## src/rtl/lcd_sync_gen.sv

```systemverilog
module lcd_sync_gen #(
  parameter int CW = 16,
  localparam int RW = 2 * CW
) (
  input  logic          clk,
  input  logic          rst_n,
  input  logic          run,
  input  logic [RW-1:0] timing_total,
  input  logic [RW-1:0] timing_hact,
  input  logic [RW-1:0] timing_vact,
  input  logic [CW-1:0] hsync_len,
  input  logic [CW-1:0] vsync_len,
  input  logic          hs_low,
  input  logic          vs_low,
  input  logic          de_low,
  input  logic          clk_fall,
  input  logic          wide18,
  output logic          hsync,
  output logic          vsync,
  output logic          de,
  output logic          pix_req,
  output logic [CW-1:0] hcount,
  output logic [CW-1:0] vcount,
  output logic          pclk_fall,
  output logic          bus18
);

  logic          on;
  logic [CW-1:0] hc, vc;
  logic [CW-1:0] ht_sh, vt_sh, hds_sh, hde_sh, vds_sh, vde_sh, hsw_sh, vsw_sh;
  logic          hsl_sh, vsl_sh, del_sh, cf_sh, w18_sh;

  wire h_last  = (hc == ht_sh - CW'(1));
  wire v_last  = (vc == vt_sh - CW'(1));
  wire f_last  = on && h_last && v_last;
  wire load    = !on || f_last;

  always_ff @(posedge clk or negedge rst_n) begin
    if (!rst_n) begin
      ht_sh  <= '0; vt_sh  <= '0;
      hds_sh <= '0; hde_sh <= '0;
      vds_sh <= '0; vde_sh <= '0;
      hsw_sh <= '0; vsw_sh <= '0;
      hsl_sh <= 1'b0; vsl_sh <= 1'b0; del_sh <= 1'b0;
      cf_sh  <= 1'b0; w18_sh <= 1'b0;
    end else if (load) begin
      ht_sh  <= timing_total[RW-1:CW];
      vt_sh  <= timing_total[CW-1:0];
      hds_sh <= timing_hact[RW-1:CW];
      hde_sh <= timing_hact[CW-1:0];
      vds_sh <= timing_vact[RW-1:CW];
      vde_sh <= timing_vact[CW-1:0];
      hsw_sh <= hsync_len;
      vsw_sh <= vsync_len;
      hsl_sh <= hs_low;
      vsl_sh <= vs_low;
      del_sh <= de_low;
      cf_sh  <= clk_fall;
      w18_sh <= wide18;
    end
  end

  always_ff @(posedge clk or negedge rst_n) begin
    if (!rst_n) begin
      on <= 1'b0;
      hc <= '0;
      vc <= '0;
    end else if (!on) begin
      on <= run;
      hc <= '0;
      vc <= '0;
    end else if (h_last) begin
      hc <= '0;
      if (v_last) begin
        vc <= '0;
        on <= run;
      end else begin
        vc <= vc + CW'(1);
      end
    end else begin
      hc <= hc + CW'(1);
    end
  end

  wire hs_act = on && (hc < hsw_sh);
  wire vs_act = on && (vc < vsw_sh);
  wire in_h   = (hc >= hds_sh) && (hc < hde_sh);
  wire in_v   = (vc >= vds_sh) && (vc < vde_sh);
  wire de_act = on && in_h && in_v;

  assign hsync     = hs_act ^ hsl_sh;
  assign vsync     = vs_act ^ vsl_sh;
  assign de        = de_act ^ del_sh;
  assign pix_req   = de_act;
  assign hcount    = hc;
  assign vcount    = vc;
  assign pclk_fall = cf_sh;
  assign bus18     = w18_sh;

endmodule

```

## config.mk

```make
export PLATFORM = sky130hd
export DESIGN_NAME = lcd_sync_gen
export DESIGN_NICKNAME = d
export VERILOG_FILES = /design/src/rtl/lcd_sync_gen.sv
export SDC_FILE = /design/constraint.sdc
export NUM_CORES = 1
export LEC_CHECK = 0
export ABC_AREA = 1
export CAP_MARGIN = 30
export CORE_MARGIN = 2
export CORE_UTILIZATION = 50
export CTS_CLUSTER_SIZE = 20
export DETAILED_ROUTE_END_ITERATION = 6
export PLACE_DENSITY = 0.8
export SLEW_MARGIN = 10
export SYNTH_ARGS = -nofsm -noshare
export SYNTH_HDL_FRONTEND = slang
export SYNTH_SLANG_ARGS = --single-unit
export TNS_END_PERCENT = 10
```

## constraint.sdc

```tcl
create_clock -name clk -period 2.25 [get_ports clk]
set_input_delay 0.675 -clock clk [delete_from_list [all_inputs] [get_ports clk]]
set_output_delay 0.675 -clock clk [all_outputs]
set_load 0.005 [all_outputs]
```

==> run metrics, run 1 <==
Finished Cell Area 16,300 um2; status finished, violations left; syn_area_per_cell 7.53 um2; # setup viols final 141; cell count after synthesis 1,438; Chip Height 151 um; Critical Path AT 2.43 ns; routed vias/inst 5.63; clock slew at reported path FFs 0.08 ns; Slowest cell on crit path dfrtp_2; Synth Register Bits 166; CP max FO 3; Sink Count 166; Ant. Diodes 0; CP Launch Type flop; Highest Signal Layer met4; initial core utilization 51.2%; Distinct cells, synth 36; CTS H-tree depth 4; final worst-path cycle share 138%; most frequent cells in the layout nand2_1 (462), nand3_1 (159), inv_1 (153); mapped cell area 10,800 um2; RSZ-0062 raised after global routing yes; layout cells sized above 1 24.1%; drt first pass iters 7; GP Congestion 0.933; wl on met1 15,200 um; Syn. warnings 0; worst path cell trace buf_6 -> ha_4 -> nor3_1 -> o2111ai_2 -> nor3_2 -> nand2_2 -> nor2_2 -> nand2_1 -> nand2_1 -> nand2_1 -> buf_2; Comb pwr share 5.0%; setup TNS -13.18 ns; Core Util, Final 77.1%; routed wl met2 19,000 um; top cell type's share of synthesized area 38.4%; post-synth net total 1,670; dpl cell area 13,700 um2; Routed Antenna Nets 0; cell mode on critical path nand2_1; final hold vios 0; Psw 1.57 mW; slowest stage delay, CP 0.45 ns; most common cell after layout, fill and taps aside nand2_1; Slew @ Worst Pin 0.482 ns; grt ovf 0; Total GRT Usage 29.5%; max_cap viols 0; switching part of the total 24.7%; sequential cell area fraction in the yosys report 38.4%; critical path data required time 1.57 ns; CTS tree yes; setup slack after layout -0.859 ns; Clock Power Share 48.1%; Die X-Extent 151 um; failing checks setup timing; Vias 11,600; TritonCTS buffer count 17; relative slew slack 67.9%; sequential share of power 46.9%; final wirelength 38,800 um; overall power 6.36 mW; VDD IR max 459 uV; placed insts 1,965; min cycle time layout 3.11 ns; asr flop ratio synth 100%; Starting DRT DRC Count 966; Synth area leaders dfrtp_1 (38%), nand2_1 (17%), ha_1 (11%), nand3_1 (8.5%), inv_1 (5.5%); endpoint class of the critical path primary output; Power Density 390 nW/um2; non-filler cells, final 2,059; vias in the first global route 10,700; initial antenna violation count 0; Detail Route met3 WL 2860 um; Avg WL per Cell 18.9 um; Post-synth EDFFs 0; row count 53; biggest area consumer among synthesized cells dfrtp_1; P_int 4.79 mW; Nets 2,003; top_reg_cell synth dfrtp_1; Core Footprint 21,200 um2; first-pass GRT wire length 52,200 um; Root Driver clkbuf_16; Fmax achieved 0.322 GHz; Layout area overhead 50.6%; WP buf/inv 2; clock skew 0.0158 ns; worst min path class in -> async; hold_buf cts 0; Detailed Place HPWL 23,600 um; largest net degree at the start of global routing 63; critical path class reg -> out; Final Slew Violations 0; post-place setup slack -0.757 ns; Port Buf Inserts 173; WHS 0.151 ns; Worst-Skew Late Latency 0.45 ns; CP delay by family, top simple AND/OR/NAND/NOR gates; DRC 0; leakage 8.53 nW; Top Ports 174; clock tree buffer depth 2; DIE AREA 22,900 um2
## power by group through the flow
| stage | sequential (mW) | combinational [mW] | clock [mW] |
|---|---|---|---|
| floorplan | 3.04 | 0.000293 | 0 |
| global placement | 3.04 | 0.315 | 0 |
| detailed placement | 3.04 | 0.316 | 0 |
| CTS | 2.98 | 0.317 | 3.05 |
| global route | 2.98 | 0.344 | 3.19 |
| finish | 2.98 | 0.318 | 3.06 |
## cell families (layout without fill, tap and decap cells)
kind of cell,after synthesis,count (layout),share of synthesized area [%]
DFF,166,166,38.4
buffers and inverters,215,558,9.24
adders and majority gates,96,96,11.1
and+or+nand+nor,830,833,33.4
AOI/OAI and AO/OA,89,89,4.48
xor gates and xnor gates,42,42,3.40
## final timing paths
| kind | slack [ns] | start | endpoint | depth (start not counted) |
|---|---|---|---|---|
| setup / recovery | -0.86 | vcount[15]$_DFFE_PN0P_ | de | 11 |
| hold / removal | 0.15 | rst_n | hde_sh[4]$_DFFE_PN0P_ | 1 |
| setup reg to reg | -0.15 | hcount[15]$_DFF_PN0_ | hsw_sh[14]$_DFFE_PN0P_ | 16 |
| hold reg to reg | 0.48 | vde_sh[5]$_DFFE_PN0P_ | vde_sh[5]$_DFFE_PN0P_ | 2 |
| max in group asynchronous | 1.48 | rst_n | vcount[9]$_DFFE_PN0P_ | 2 |
| min in group clk | 0.48 | vde_sh[5]$_DFFE_PN0P_ | vde_sh[5]$_DFFE_PN0P_ | 2 |
## worst register-to-register path: cells and delay by family (launching register included)
| kind | cells | cell delay [ns] |
|---|---|---|
| xor+xnor | 1 | 0.14 |
| buf+inv | 5 | 0.64 |
| flops | 1 | 0.47 |
| simple gates | 10 | 1.06 |
## cell usage after synthesis (12+ instances only)
| master | count |
|---|---|
| nand2_1 | 482 |
| inv_1 | 160 |
| buf_6 | 20 |
| nand4_1 | 34 |
| a21oi_1 | 50 |
| o21ai_0 | 21 |
| nand3_1 | 185 |
| ha_1 | 96 |
| clkbuf_1 | 12 |
| nor2_1 | 74 |
| dfrtp_1 | 166 |
| nand3b_1 | 15 |
| xor2_1 | 25 |
| xnor2_1 | 17 |
## timing repair
action,4_1_cts,5_1_grt
gates cloned,3,16
buffers inserted,22,22
pin swaps,46,50
setup endpoints to repair,153,185
gates resized for setup,145,151
## layer usage
layer / track usage, % / vias up
met2: 50.0 / 559
met4: 10.0 / 0
li1: - / 5336
met3: 4.22 / 135
met1: 38.9 / 5566
met5: 0 / -
## area by class of cell
cell class	instances	area (um2)
clock buffer	17	425
clock inverter	15	178
fill	1346	4850
inverter	164	616
multi-input combinational	1060	6700
sequential	166	4190
tap	275	344
timing repair buffer	362	3860
## flip-flops by register name (all words and copies together), names as in the netlist
name	flops
vt_sh	16
vsl_sh	1
hds_sh	16
ht_sh	16
vsw_sh	16
on	1
hsl_sh	1
hcount	16
vcount	16
vde_sh	16
hsw_sh	16
del_sh	1
vds_sh	16
bus18	1
pclk_fall	1
hde_sh	16
No activity file was read; power rests on OpenSTA's default activity.
==> run 2: changes to the inputs <==
--- a/config.mk
+++ b/config.mk
@@ -7,10 +7,12 @@
 export LEC_CHECK = 0
 export ABC_AREA = 1
 export CAP_MARGIN = 30
+export CORE_ASPECT_RATIO = 0.7
 export CORE_MARGIN = 2
 export CORE_UTILIZATION = 50
 export CTS_CLUSTER_SIZE = 20
 export DETAILED_ROUTE_END_ITERATION = 6
+export GPL_ROUTABILITY_DRIVEN = 0
 export PLACE_DENSITY = 0.8
 export SLEW_MARGIN = 10
 export SYNTH_ARGS = -nofsm -noshare
==> run 2 against run 1 <==
  * Sequential share of layout area is 1.0 points higher
  * First-iteration DRC count rose by 59%
  * Count of clock-buffer cells in the layout up 1
  * Wire length is 9.8% higher
  * Highest routed layer is now met5
  * The run ends with DRC, setup timing left
  * Register-to-register slack worse by 0.49 ns
  * Maximum frequency increased by 0.29%
==> run metrics, run 2 (synthesis gave the netlist of run 1 again) <==
row count 45 (was 53); Nets 1,985 (was 2,003); Root Driver clkbuf_16 (unchanged); relative slew slack 68.8% (was 67.9%); initial core utilization 50.5% (was 51.2%); most common cell after layout, fill and taps aside nand2_1 (unchanged); Worst-Skew Late Latency 0.45 ns (about the same); Top Ports 174 (unchanged); drt first pass iters 7 (unchanged); most frequent cells in the layout nand2_1 (442), nand3_1 (178), inv_1 (155) (was nand2_1 (462), nand3_1 (159), inv_1 (153)); max_cap viols 0 (unchanged); final hold vios 0 (unchanged); layout cells sized above 1 21.1% (was 24.1%); final worst-path cycle share 138% (about the same); Core Util, Final 73.1% (was 77.1%); Routed Antenna Nets 0 (unchanged); setup slack after layout -0.850 ns (was -0.859 ns); CP max FO 4 (was 3); Vias 12,100 (was 11,600); RSZ-0062 raised after global routing yes (unchanged); WHS 0.117 ns (was 0.151 ns); VDD IR max 530 uV (was 459 uV); initial antenna violation count 1 (was 0); Avg WL per Cell 20.8 um (was 18.9 um); Die X-Extent 180 um (was 151 um); Port Buf Inserts 173 (unchanged); min cycle time layout 3.10 ns (was 3.11 ns); Fmax achieved 0.323 GHz (was 0.322 GHz); # setup viols final 176 (was 141); Starting DRT DRC Count 1,533 (was 966); Detailed Place HPWL 24,700 um (was 23,600 um); grt ovf 0 (unchanged); CTS tree yes (unchanged); clock slew at reported path FFs 0.07 ns (was 0.08 ns); Final Slew Violations 0 (unchanged); Chip Height 127 um (was 151 um); DRC 14 (was 0); CP Launch Type flop (unchanged); CTS H-tree depth 4 (unchanged); critical path data required time 1.57 ns (about the same); Worst R2R Setup Slack -0.64 ns (was -0.15 ns); setup TNS -87.71 ns (was -13.18 ns); Critical Path AT 2.42 ns (was 2.43 ns); critical path class reg -> out (unchanged); leakage 8.22 nW (was 8.53 nW); clock tree buffer depth 2 (unchanged); routed vias/inst 5.91 (was 5.63); worst min path class in -> async (unchanged); clock skew 0.00935 ns (was 0.0158 ns); r2r worst-path depth 19 (was 16); Sink Count 166 (unchanged); status finished, violations left (unchanged); Core Footprint 21,500 um2 (was 21,200 um2); layout filler cell count 1,410 (was 1,346); first-pass GRT wire length 59,200 um (was 52,200 um); Reg area 4190 um2 (about the same); Ant. Diodes 0 (unchanged); TritonCTS buffer count 17 (unchanged); largest net degree at the start of global routing 58 (was 63); final wirelength 42,600 um (was 38,800 um); DIE AREA 22,900 um2 (about the same); Layout area overhead 44.8% (was 50.6%); vias in the first global route 11,300 (was 10,700); failing checks DRC, setup timing (was setup timing); Total GRT Usage 32.6% (was 29.5%); area occupied by multi-input gates 6380 um2 (was 6700 um2); Power Density 416 nW/um2 (was 390 nW/um2); endpoint class of the critical path primary output (unchanged); Slew @ Worst Pin 0.467 ns (was 0.482 ns)
==> run 2: changes by cell type in the layout (fill, tap and decap cells not counted), sizes merged, moves of 3 or more <==
cell          delta
buf             -13
clkinv           -6
bufbuf           +3
dlymetal6s2s     -3
clkbuf           -8
dlygate4sd2      +4
==> run 2: through the flow <==
| step | cell area [um2] | cells | total power [mW] | worst slack [ns] |
|---|---|---|---|---|
| 6_report | 15700 | 2047 | 6.52 | -0.850 |
| 5_1_grt | 15700 | 2047 | 6.66 | -0.952 |
| 4_1_cts | 15000 | 2028 | 6.47 | -0.702 |
| 3_5_place_dp | 13600 | 1973 | 3.35 | -0.707 |
| 3_3_place_gp | 13600 | 1973 | 3.35 | -0.641 |
| 2_1_floorplan | 10800 | 1438 | 3.04 | 0.00358 |
==> run 2: critical path, cell delays in order (launching register included) <==
cell     delay (ns)
dfrtp_2        0.46
buf_6          0.14
ha_4           0.25
nand4_1        0.13
nor3_2         0.26
nand3_1        0.14
nand3_2        0.20
nand2_2        0.07
inv_2          0.07
nand2_2        0.05
nand2_1        0.05
nand2_1        0.04
buf_2          0.12
==> run 2: final timing paths <==
kind,end,startpoint
max,de,vcount[14]$_DFFE_PN0P_
min,hds_sh[8]$_DFFE_PN0P_,rst_n
max reg2reg,pclk_fall$_DFFE_PN0P_,hcount[15]$_DFF_PN0_
min reg2reg,vt_sh[1]$_DFFE_PN0P_,vt_sh[1]$_DFFE_PN0P_
max in group asynchronous,vcount[3]$_DFFE_PN0P_,rst_n
min in group clk,vt_sh[1]$_DFFE_PN0P_,vt_sh[1]$_DFFE_PN0P_
==> run 2: cell type report <==
| class | count | share of cell area (%) |
|---|---|---|
| multi-input combinational | 1058 | 40.7 |
| sequential | 166 | 26.7 |
| timing repair buffer | 346 | 22.5 |
| inverter | 164 | 3.93 |
| clock buffer | 18 | 2.74 |
| tap | 282 | 2.25 |
| clock inverter | 13 | 1.18 |
==> run 2: report_power, final <==
group,switching (mW),internal [mW]
Clock,1.43,1.79
Combinational,0.104,0.213
Sequential,0,2.98
==> run 2: layer usage <==
metal	share of wire [%]	vias to the layer above	track usage (%)
li1	-	5284	-
met1	39	5632	45.9
met2	44	945	49.3
met3	12	245	6.56
met4	5.7	2	13.7
met5	0.030	-	0
==> run 2: what timing repair did <==
action	in CTS	in global routing
cloned	6	5
buffers inserted	18	16
hold buffers	0	0
endpoints found under the setup margin	172	185
pin swaps	35	53
resized for setup	114	126
